`src/rtl/asram_ctrl_pkg.sv`:
```
`timescale 1ns/1ps
package asram_ctrl_pkg;

  typedef enum logic [2:0] {
    ST_IDLE  = 3'd0,
    ST_READ  = 3'd1,
    ST_WTURN = 3'd2,
    ST_WDATA = 3'd3,
    ST_WEND  = 3'd4
  } ctl_state_e;

  // Whole cycles covering a nanosecond limit, never fewer than one.
  function automatic int cycles_for(input int lim_ns, input int period_ns);
    int c;
    c = (lim_ns + period_ns - 1) / period_ns;
    if (c < 1) c = 1;
    return c;
  endfunction

  function automatic int max2(input int a, input int b);
    return (a > b) ? a : b;
  endfunction

endpackage

```
`src/rtl/asram_ctrl_timer.sv`:
```
`timescale 1ns/1ps
module asram_ctrl_timer #(
  parameter int CNT_W = 4
) (
  input  logic             clk,
  input  logic             rst_n,
  input  logic             load,
  input  logic [CNT_W-1:0] load_val,
  output logic             done
);

  logic [CNT_W-1:0] cnt_q, cnt_d;

  always_comb begin
    cnt_d = cnt_q;
    if (load)
      cnt_d = load_val;
    else if (cnt_q != '0)
      cnt_d = cnt_q - 1'b1;
  end

  always_ff @(posedge clk or negedge rst_n) begin
    if (!rst_n) cnt_q <= '0;
    else        cnt_q <= cnt_d;
  end

  assign done = (cnt_q == '0);

endmodule

```
`src/rtl/asram_ctrl_fsm.sv`:
```
`timescale 1ns/1ps
module asram_ctrl_fsm
  import asram_ctrl_pkg::*;
#(
  parameter int RD_CYC   = 8,
  parameter int TURN_CYC = 4,
  parameter int WR_CYC   = 4,
  parameter int CNT_W    = 4
) (
  input  logic clk,
  input  logic rst_n,
  input  logic req,
  input  logic we,
  output logic accept,
  output logic capture,
  output logic ack,
  output logic ce_n,
  output logic oe_n,
  output logic rw_n,
  output logic dq_oe
);

  localparam logic [CNT_W-1:0] RD_LD   = CNT_W'(RD_CYC - 1);
  localparam logic [CNT_W-1:0] TURN_LD = CNT_W'(TURN_CYC - 1);
  localparam logic [CNT_W-1:0] WR_LD   = CNT_W'(WR_CYC - 1);

  ctl_state_e       st_q, st_d;
  logic             ce_n_q, ce_n_d, oe_n_q, oe_n_d, rw_n_q, rw_n_d;
  logic             drv_q, drv_d, ack_q, ack_d;
  logic             tmr_load, tmr_done;
  logic [CNT_W-1:0] tmr_val;

  asram_ctrl_timer #(.CNT_W(CNT_W)) i_timer (
    .clk      (clk),
    .rst_n    (rst_n),
    .load     (tmr_load),
    .load_val (tmr_val),
    .done     (tmr_done)
  );

  always_comb begin
    st_d     = st_q;
    ce_n_d   = ce_n_q;
    oe_n_d   = oe_n_q;
    rw_n_d   = rw_n_q;
    drv_d    = drv_q;
    ack_d    = 1'b0;
    tmr_load = 1'b0;
    tmr_val  = '0;
    accept   = 1'b0;
    capture  = 1'b0;
    case (st_q)
      ST_IDLE: begin
        if (req) begin
          accept   = 1'b1;
          tmr_load = 1'b1;
          ce_n_d   = 1'b0;
          if (we) begin
            st_d    = ST_WTURN;
            tmr_val = TURN_LD;
            rw_n_d  = 1'b0;
            oe_n_d  = 1'b1;
          end else begin
            st_d    = ST_READ;
            tmr_val = RD_LD;
            rw_n_d  = 1'b1;
            oe_n_d  = 1'b0;
          end
        end
      end
      ST_READ: begin
        if (tmr_done) begin
          capture = 1'b1;
          ack_d   = 1'b1;
          ce_n_d  = 1'b1;
          oe_n_d  = 1'b1;
          st_d    = ST_IDLE;
        end
      end
      ST_WTURN: begin
        if (tmr_done) begin
          drv_d    = 1'b1;
          tmr_load = 1'b1;
          tmr_val  = WR_LD;
          st_d     = ST_WDATA;
        end
      end
      ST_WDATA: begin
        if (tmr_done) begin
          rw_n_d = 1'b1;
          st_d   = ST_WEND;
        end
      end
      ST_WEND: begin
        drv_d  = 1'b0;
        ce_n_d = 1'b1;
        ack_d  = 1'b1;
        st_d   = ST_IDLE;
      end
      default: st_d = ST_IDLE;
    endcase
  end

  always_ff @(posedge clk or negedge rst_n) begin
    if (!rst_n) begin
      st_q   <= ST_IDLE;
      ce_n_q <= 1'b1;
      oe_n_q <= 1'b1;
      rw_n_q <= 1'b1;
      drv_q  <= 1'b0;
      ack_q  <= 1'b0;
    end else begin
      st_q   <= st_d;
      ce_n_q <= ce_n_d;
      oe_n_q <= oe_n_d;
      rw_n_q <= rw_n_d;
      drv_q  <= drv_d;
      ack_q  <= ack_d;
    end
  end

  assign ce_n  = ce_n_q;
  assign oe_n  = oe_n_q;
  assign rw_n  = rw_n_q;
  assign dq_oe = drv_q;
  assign ack   = ack_q;

  AST_OE_HIGH_IN_WRITE: assert property (@(posedge clk) disable iff (!rst_n)
    !rw_n_q |-> oe_n_q);
  AST_DRIVE_NEEDS_OE_HIGH: assert property (@(posedge clk) disable iff (!rst_n)
    drv_q |-> oe_n_q);
  AST_DRIVE_AFTER_RW_LOW: assert property (@(posedge clk) disable iff (!rst_n)
    $rose(drv_q) |-> (!rw_n_q && $past(!rw_n_q)));
  AST_RW_RISE_DRIVEN: assert property (@(posedge clk) disable iff (!rst_n)
    $rose(rw_n_q) |-> (drv_q && !ce_n_q));
  AST_DRIVE_OFF_WITH_CE: assert property (@(posedge clk) disable iff (!rst_n)
    $fell(drv_q) |-> (ce_n_q && rw_n_q));
  AST_ACK_SINGLE: assert property (@(posedge clk) disable iff (!rst_n)
    ack_q |=> !ack_q);
  AST_ACK_CE_HIGH: assert property (@(posedge clk) disable iff (!rst_n)
    ack_q |-> ce_n_q);

endmodule

```
`src/rtl/asram_ctrl_dpath.sv`:
```
`timescale 1ns/1ps
module asram_ctrl_dpath #(
  parameter int ADDR_W = 19,
  parameter int DATA_W = 8
) (
  input  logic              clk,
  input  logic              rst_n,
  input  logic              accept,
  input  logic              capture,
  input  logic [ADDR_W-1:0] addr,
  input  logic [DATA_W-1:0] wdata,
  input  logic [DATA_W-1:0] dq_in,
  output logic [ADDR_W-1:0] mem_addr,
  output logic [DATA_W-1:0] dq_out,
  output logic [DATA_W-1:0] rdata
);

  logic [ADDR_W-1:0] addr_q;
  logic [DATA_W-1:0] wd_q, rd_q;

  always_ff @(posedge clk or negedge rst_n) begin
    if (!rst_n) begin
      addr_q <= '0;
      wd_q   <= '0;
    end else if (accept) begin
      addr_q <= addr;
      wd_q   <= wdata;
    end
  end

  always_ff @(posedge clk or negedge rst_n) begin
    if (!rst_n)       rd_q <= '0;
    else if (capture) rd_q <= dq_in;
  end

  assign mem_addr = addr_q;
  assign dq_out   = wd_q;
  assign rdata    = rd_q;

endmodule

```
`src/rtl/asram_ctrl.sv`:
```
`timescale 1ns/1ps
module asram_ctrl
  import asram_ctrl_pkg::*;
#(
  parameter int ADDR_W        = 19,
  parameter int DATA_W        = 8,
  parameter int CLK_PERIOD_NS = 5,
  parameter int T_ACC_NS      = 40,
  parameter int T_OE_NS       = 25,
  parameter int T_RC_NS       = 40,
  parameter int T_WP_NS       = 30,
  parameter int T_CW_NS       = 35,
  parameter int T_DS_NS       = 20,
  parameter int T_WC_NS       = 40,
  parameter int T_TURN_NS     = 20
) (
  input  logic              clk,
  input  logic              rst_n,
  input  logic              req,
  input  logic              we,
  input  logic [ADDR_W-1:0] addr,
  input  logic [DATA_W-1:0] wdata,
  output logic              ack,
  output logic [DATA_W-1:0] rdata,
  output logic [ADDR_W-1:0] mem_addr,
  output logic              mem_ce_n,
  output logic              mem_oe_n,
  output logic              mem_rw_n,
  output logic [DATA_W-1:0] mem_dq_out,
  output logic              mem_dq_oe,
  input  logic [DATA_W-1:0] mem_dq_in
);

  localparam int RD_CYC   = max2(cycles_for(T_ACC_NS, CLK_PERIOD_NS),
                                 max2(cycles_for(T_OE_NS, CLK_PERIOD_NS),
                                      cycles_for(T_RC_NS, CLK_PERIOD_NS)));
  localparam int TURN_CYC = cycles_for(T_TURN_NS, CLK_PERIOD_NS);
  localparam int WR_CYC   = max2(1, max2(cycles_for(T_DS_NS, CLK_PERIOD_NS),
                                 max2(cycles_for(T_WP_NS, CLK_PERIOD_NS) - TURN_CYC,
                                 max2(cycles_for(T_CW_NS, CLK_PERIOD_NS) - TURN_CYC,
                                      cycles_for(T_WC_NS, CLK_PERIOD_NS) - TURN_CYC))));
  localparam int MAX_CYC  = max2(RD_CYC, max2(TURN_CYC, WR_CYC));
  localparam int CNT_W    = $clog2(MAX_CYC + 1);

  logic rst_meta_n, rst_sync_n;
  logic accept, capture;

  always_ff @(posedge clk or negedge rst_n) begin
    if (!rst_n) begin
      rst_meta_n <= 1'b0;
      rst_sync_n <= 1'b0;
    end else begin
      rst_meta_n <= 1'b1;
      rst_sync_n <= rst_meta_n;
    end
  end

  asram_ctrl_fsm #(
    .RD_CYC   (RD_CYC),
    .TURN_CYC (TURN_CYC),
    .WR_CYC   (WR_CYC),
    .CNT_W    (CNT_W)
  ) i_fsm (
    .clk     (clk),
    .rst_n   (rst_sync_n),
    .req     (req),
    .we      (we),
    .accept  (accept),
    .capture (capture),
    .ack     (ack),
    .ce_n    (mem_ce_n),
    .oe_n    (mem_oe_n),
    .rw_n    (mem_rw_n),
    .dq_oe   (mem_dq_oe)
  );

  asram_ctrl_dpath #(
    .ADDR_W (ADDR_W),
    .DATA_W (DATA_W)
  ) i_dpath (
    .clk      (clk),
    .rst_n    (rst_sync_n),
    .accept   (accept),
    .capture  (capture),
    .addr     (addr),
    .wdata    (wdata),
    .dq_in    (mem_dq_in),
    .mem_addr (mem_addr),
    .dq_out   (mem_dq_out),
    .rdata    (rdata)
  );

  AST_ADDR_HELD: assert property (@(posedge clk) disable iff (!rst_sync_n)
    (!mem_ce_n && $past(!mem_ce_n)) |-> $stable(mem_addr));
  AST_WDATA_HELD: assert property (@(posedge clk) disable iff (!rst_sync_n)
    (mem_dq_oe && $past(mem_dq_oe)) |-> $stable(mem_dq_out));
  AST_IDLE_NO_DRIVE: assert property (@(posedge clk) disable iff (!rst_sync_n)
    mem_ce_n |-> !mem_dq_oe);

endmodule

```
`config.mk`:
```
export PLATFORM = sky130hd
export DESIGN_NAME = asram_ctrl
export DESIGN_NICKNAME = d
export VERILOG_FILES = /design/src/rtl/asram_ctrl_pkg.sv /design/src/rtl/asram_ctrl_timer.sv /design/src/rtl/asram_ctrl_fsm.sv /design/src/rtl/asram_ctrl_dpath.sv /design/src/rtl/asram_ctrl.sv
export SDC_FILE = /design/constraint.sdc
export NUM_CORES = 1
export LEC_CHECK = 0
export ABC_AREA = 1
export BUFFER_PORTS_ARGS = -buffer_cell sky130_fd_sc_hd__buf_2
export CAP_MARGIN = 5
export CORE_MARGIN = 2
export CORE_UTILIZATION = 35
export DETAILED_ROUTE_END_ITERATION = 12
export GPL_TIMING_DRIVEN = 0
export HOLD_SLACK_MARGIN = 0.15
export PLACE_DENSITY = 0.68
export SYNTH_ARGS = -nofsm -noshare
export SYNTH_HDL_FRONTEND = slang
export SYNTH_SLANG_ARGS = --single-unit
```
`constraint.sdc`:
```
create_clock -name clk -period 5.25 [get_ports clk]
set_clock_uncertainty 0.2 [all_clocks]
set_input_delay 0.525 -clock clk [delete_from_list [all_inputs] [get_ports clk]]
set_output_delay 0.525 -clock clk [all_outputs]
set_load 0.1 [all_outputs]
```
==> run metrics <==
crit path kind=reg2out; Tcrit/Tclk final=37.5%; Cell Area, Synth=2000 um2; Initial Utilization=36.4%; CTS Buf Count=5; Clock Path Buffers=2; # rows=27; Top delay family on crit path=flip-flops; Max-cap violations=0; CTS root buffer=clkbuf_8; antenna-violating nets left=0; # resized after CTS=0; post-DP HPWL=3060 um; post-synthesis sequential area ratio=61.4%; chip width=79.6 um; biggest cell delay along the critical path=0.53 ns; initial antenna violation count=0; outcome=finished, final reports clean; Hold Crit Class=reg2reg; Slew Viols, Final=0; Global Route Usage Sum=13.6%; final setup violation count=0; GRT overflow=0; WP data required=4.53 ns; r2r setup slk=3.55 ns; vias in the first global route=1518; clock slew at reported path FFs=0.09 ns; CP Data Arrival Time=1.25 ns; via count=1683; via-per-instance ratio=4.37; Synth area leader=dfrtp_1; CP bufs+invs=1; Die Height=79.6 um; fmax=507 MHz; number of DRC markers in iteration 0=98; minimum clock period=1.97 ns; DRC Markers=0; commonest non-fill, non-tap cell in the layout=nand2_1; share of layout cells above drive strength 1=34.2%; critical path cell sequence=buf_2; Ys Warns=0; Syn Nets=263; Area growth, synth to finish=30.6%; Yosys reg bits=49; WL/cell=10.8 um; top-area cell type share of the netlist area=57.5%; TritonCTS clock tree=done; setup_tns=0 ns; clk_lat worst skew=0.29 ns; nets=352; largest net degree at the start of global routing=42; Mean Syn Cell Area=8.98 um2; ant diodes=0; H-Tree Depth=2; Cells after Synth=223; Slowest-stage cell, CP=dfstp_2; Synth cell types=25; final wirelength=4150 um; die area=6340 um2; IO Pins=79; input/output buffers=78; Clock Sinks=49; Placeable Area=5510 um2; commonest cells after routing, fill and taps aside=114 x nand2_1, 83 x buf_2, 45 x dfrtp_1; CP startpoint kind=register; synth top area cells=dfrtp_1 57%, nand2_1 21%, dfstp_2 3.9%; first-pass GRT wire length=6670 um; RSZ-0062 raised after global routing=false; Max FO, Critical Path=2; GPL Wtd Cong=0.831; Final Hold Viols=0; total iterations of the first detailed-routing run=4; Worst setup EP type=primary output
-- logic make-up (layout without fill, tap and decap cells) --
logic type	count (synthesis)	in the layout	synth area share, %
DFF	49	49	61.4
other	1	1	0.187
AOI/OAI and AO/OA	13	13	3.88
adders and majority gates	1	1	0.625
and+or+nand+nor	138	138	28.6
buffers and inverters	19	109	4.44
xor gates and xnor gates	2	2	0.875
-- through the flow --
step / hold WS, ns / instance area, um2 / setup WS, ns / std cells / util, %
5_1_grt: 0.174 / 2620 / 3.24 / 385 / 47.5
6_report: 0.161 / 2620 / 3.28 / 385 / 47.5
4_1_cts: 0.167 / 2620 / 3.27 / 385 / 47.5
2_1_floorplan: 0.0294 / 2000 / 3.59 / 223 / -
3_5_place_dp: -0.0967 / 2500 / 3.58 / 374 / 45.5
3_3_place_gp: 0.111 / 2480 / 3.02 / 373 / 45.1
-- area by class of cell --
cell class	count	area, um2
Fill cell	546	2890
Sequential cell	49	1230
Multi-Input combinational cell	155	683
Timing Repair Buffer	82	440
Tap cell	72	90.1
Clock buffer	7	76.3
Inverter	12	45.0
Buffer	7	43.8
Clock inverter	1	5.00
-- synthesized netlist by cell type, drive strengths merged --
master and instances:
buf 7, xor2 2, a21oi 4, dfstp 3
nand2 115, ha 1, a21boi 1, conb 1
nor3 2, nand3 9, or2 1, o21ai 7
dfrtp 46, inv 12, o21bai 1, nor2 11
-- flip-flops by register name, summed over array words and instances (netlist names) --
| name | cells |
|---|---|
| i_fsm.ce_n | 1 |
| i_fsm.oe_n | 1 |
| rst_sync_n | 1 |
| i_fsm.st_q | 3 |
| i_dpath.mem_addr | 19 |
| i_dpath.rdata | 8 |
| i_fsm.rw_n | 1 |
| rst_meta_n | 1 |
| i_fsm.dq_oe | 1 |
| i_dpath.dq_out | 8 |
| i_fsm.i_timer.cnt_q | 4 |
| i_fsm.ack | 1 |
-- repair_timing --
item,in CTS,in global routing
buffers inserted,0,0
endpoints found under the hold margin,8,0
hold buffers,3,0
-- layer usage --
metal	GRT usage [%]	routed length, um	up-vias	part of all wire (%)
met4	3.62	46	0	1.1
met2	24.3	2000	59	48
met1	16.0	1830	757	44
met3	3.73	276	6	6.6
met5	0	0	-	0
li1	-	-	861	-
-- path summary, 6_finish.rpt --
kind                       cells after the start                endpoint                   start
max                                            1                mem_ce_n              i_fsm.ce_n
min                                            0              rst_sync_n              rst_meta_n
max reg2reg                                    7  i_fsm.i_timer.cnt_q[2]  i_fsm.i_timer.cnt_q[0]
min reg2reg                                    0              rst_sync_n              rst_meta_n
max in group asynchronous                      2              i_fsm.ce_n              rst_sync_n
min in group asynchronous                      2              rst_sync_n                   rst_n
Power is not shown: default switching activity piles up to over one toggle a cycle in this logic, so the estimate is an artifact.
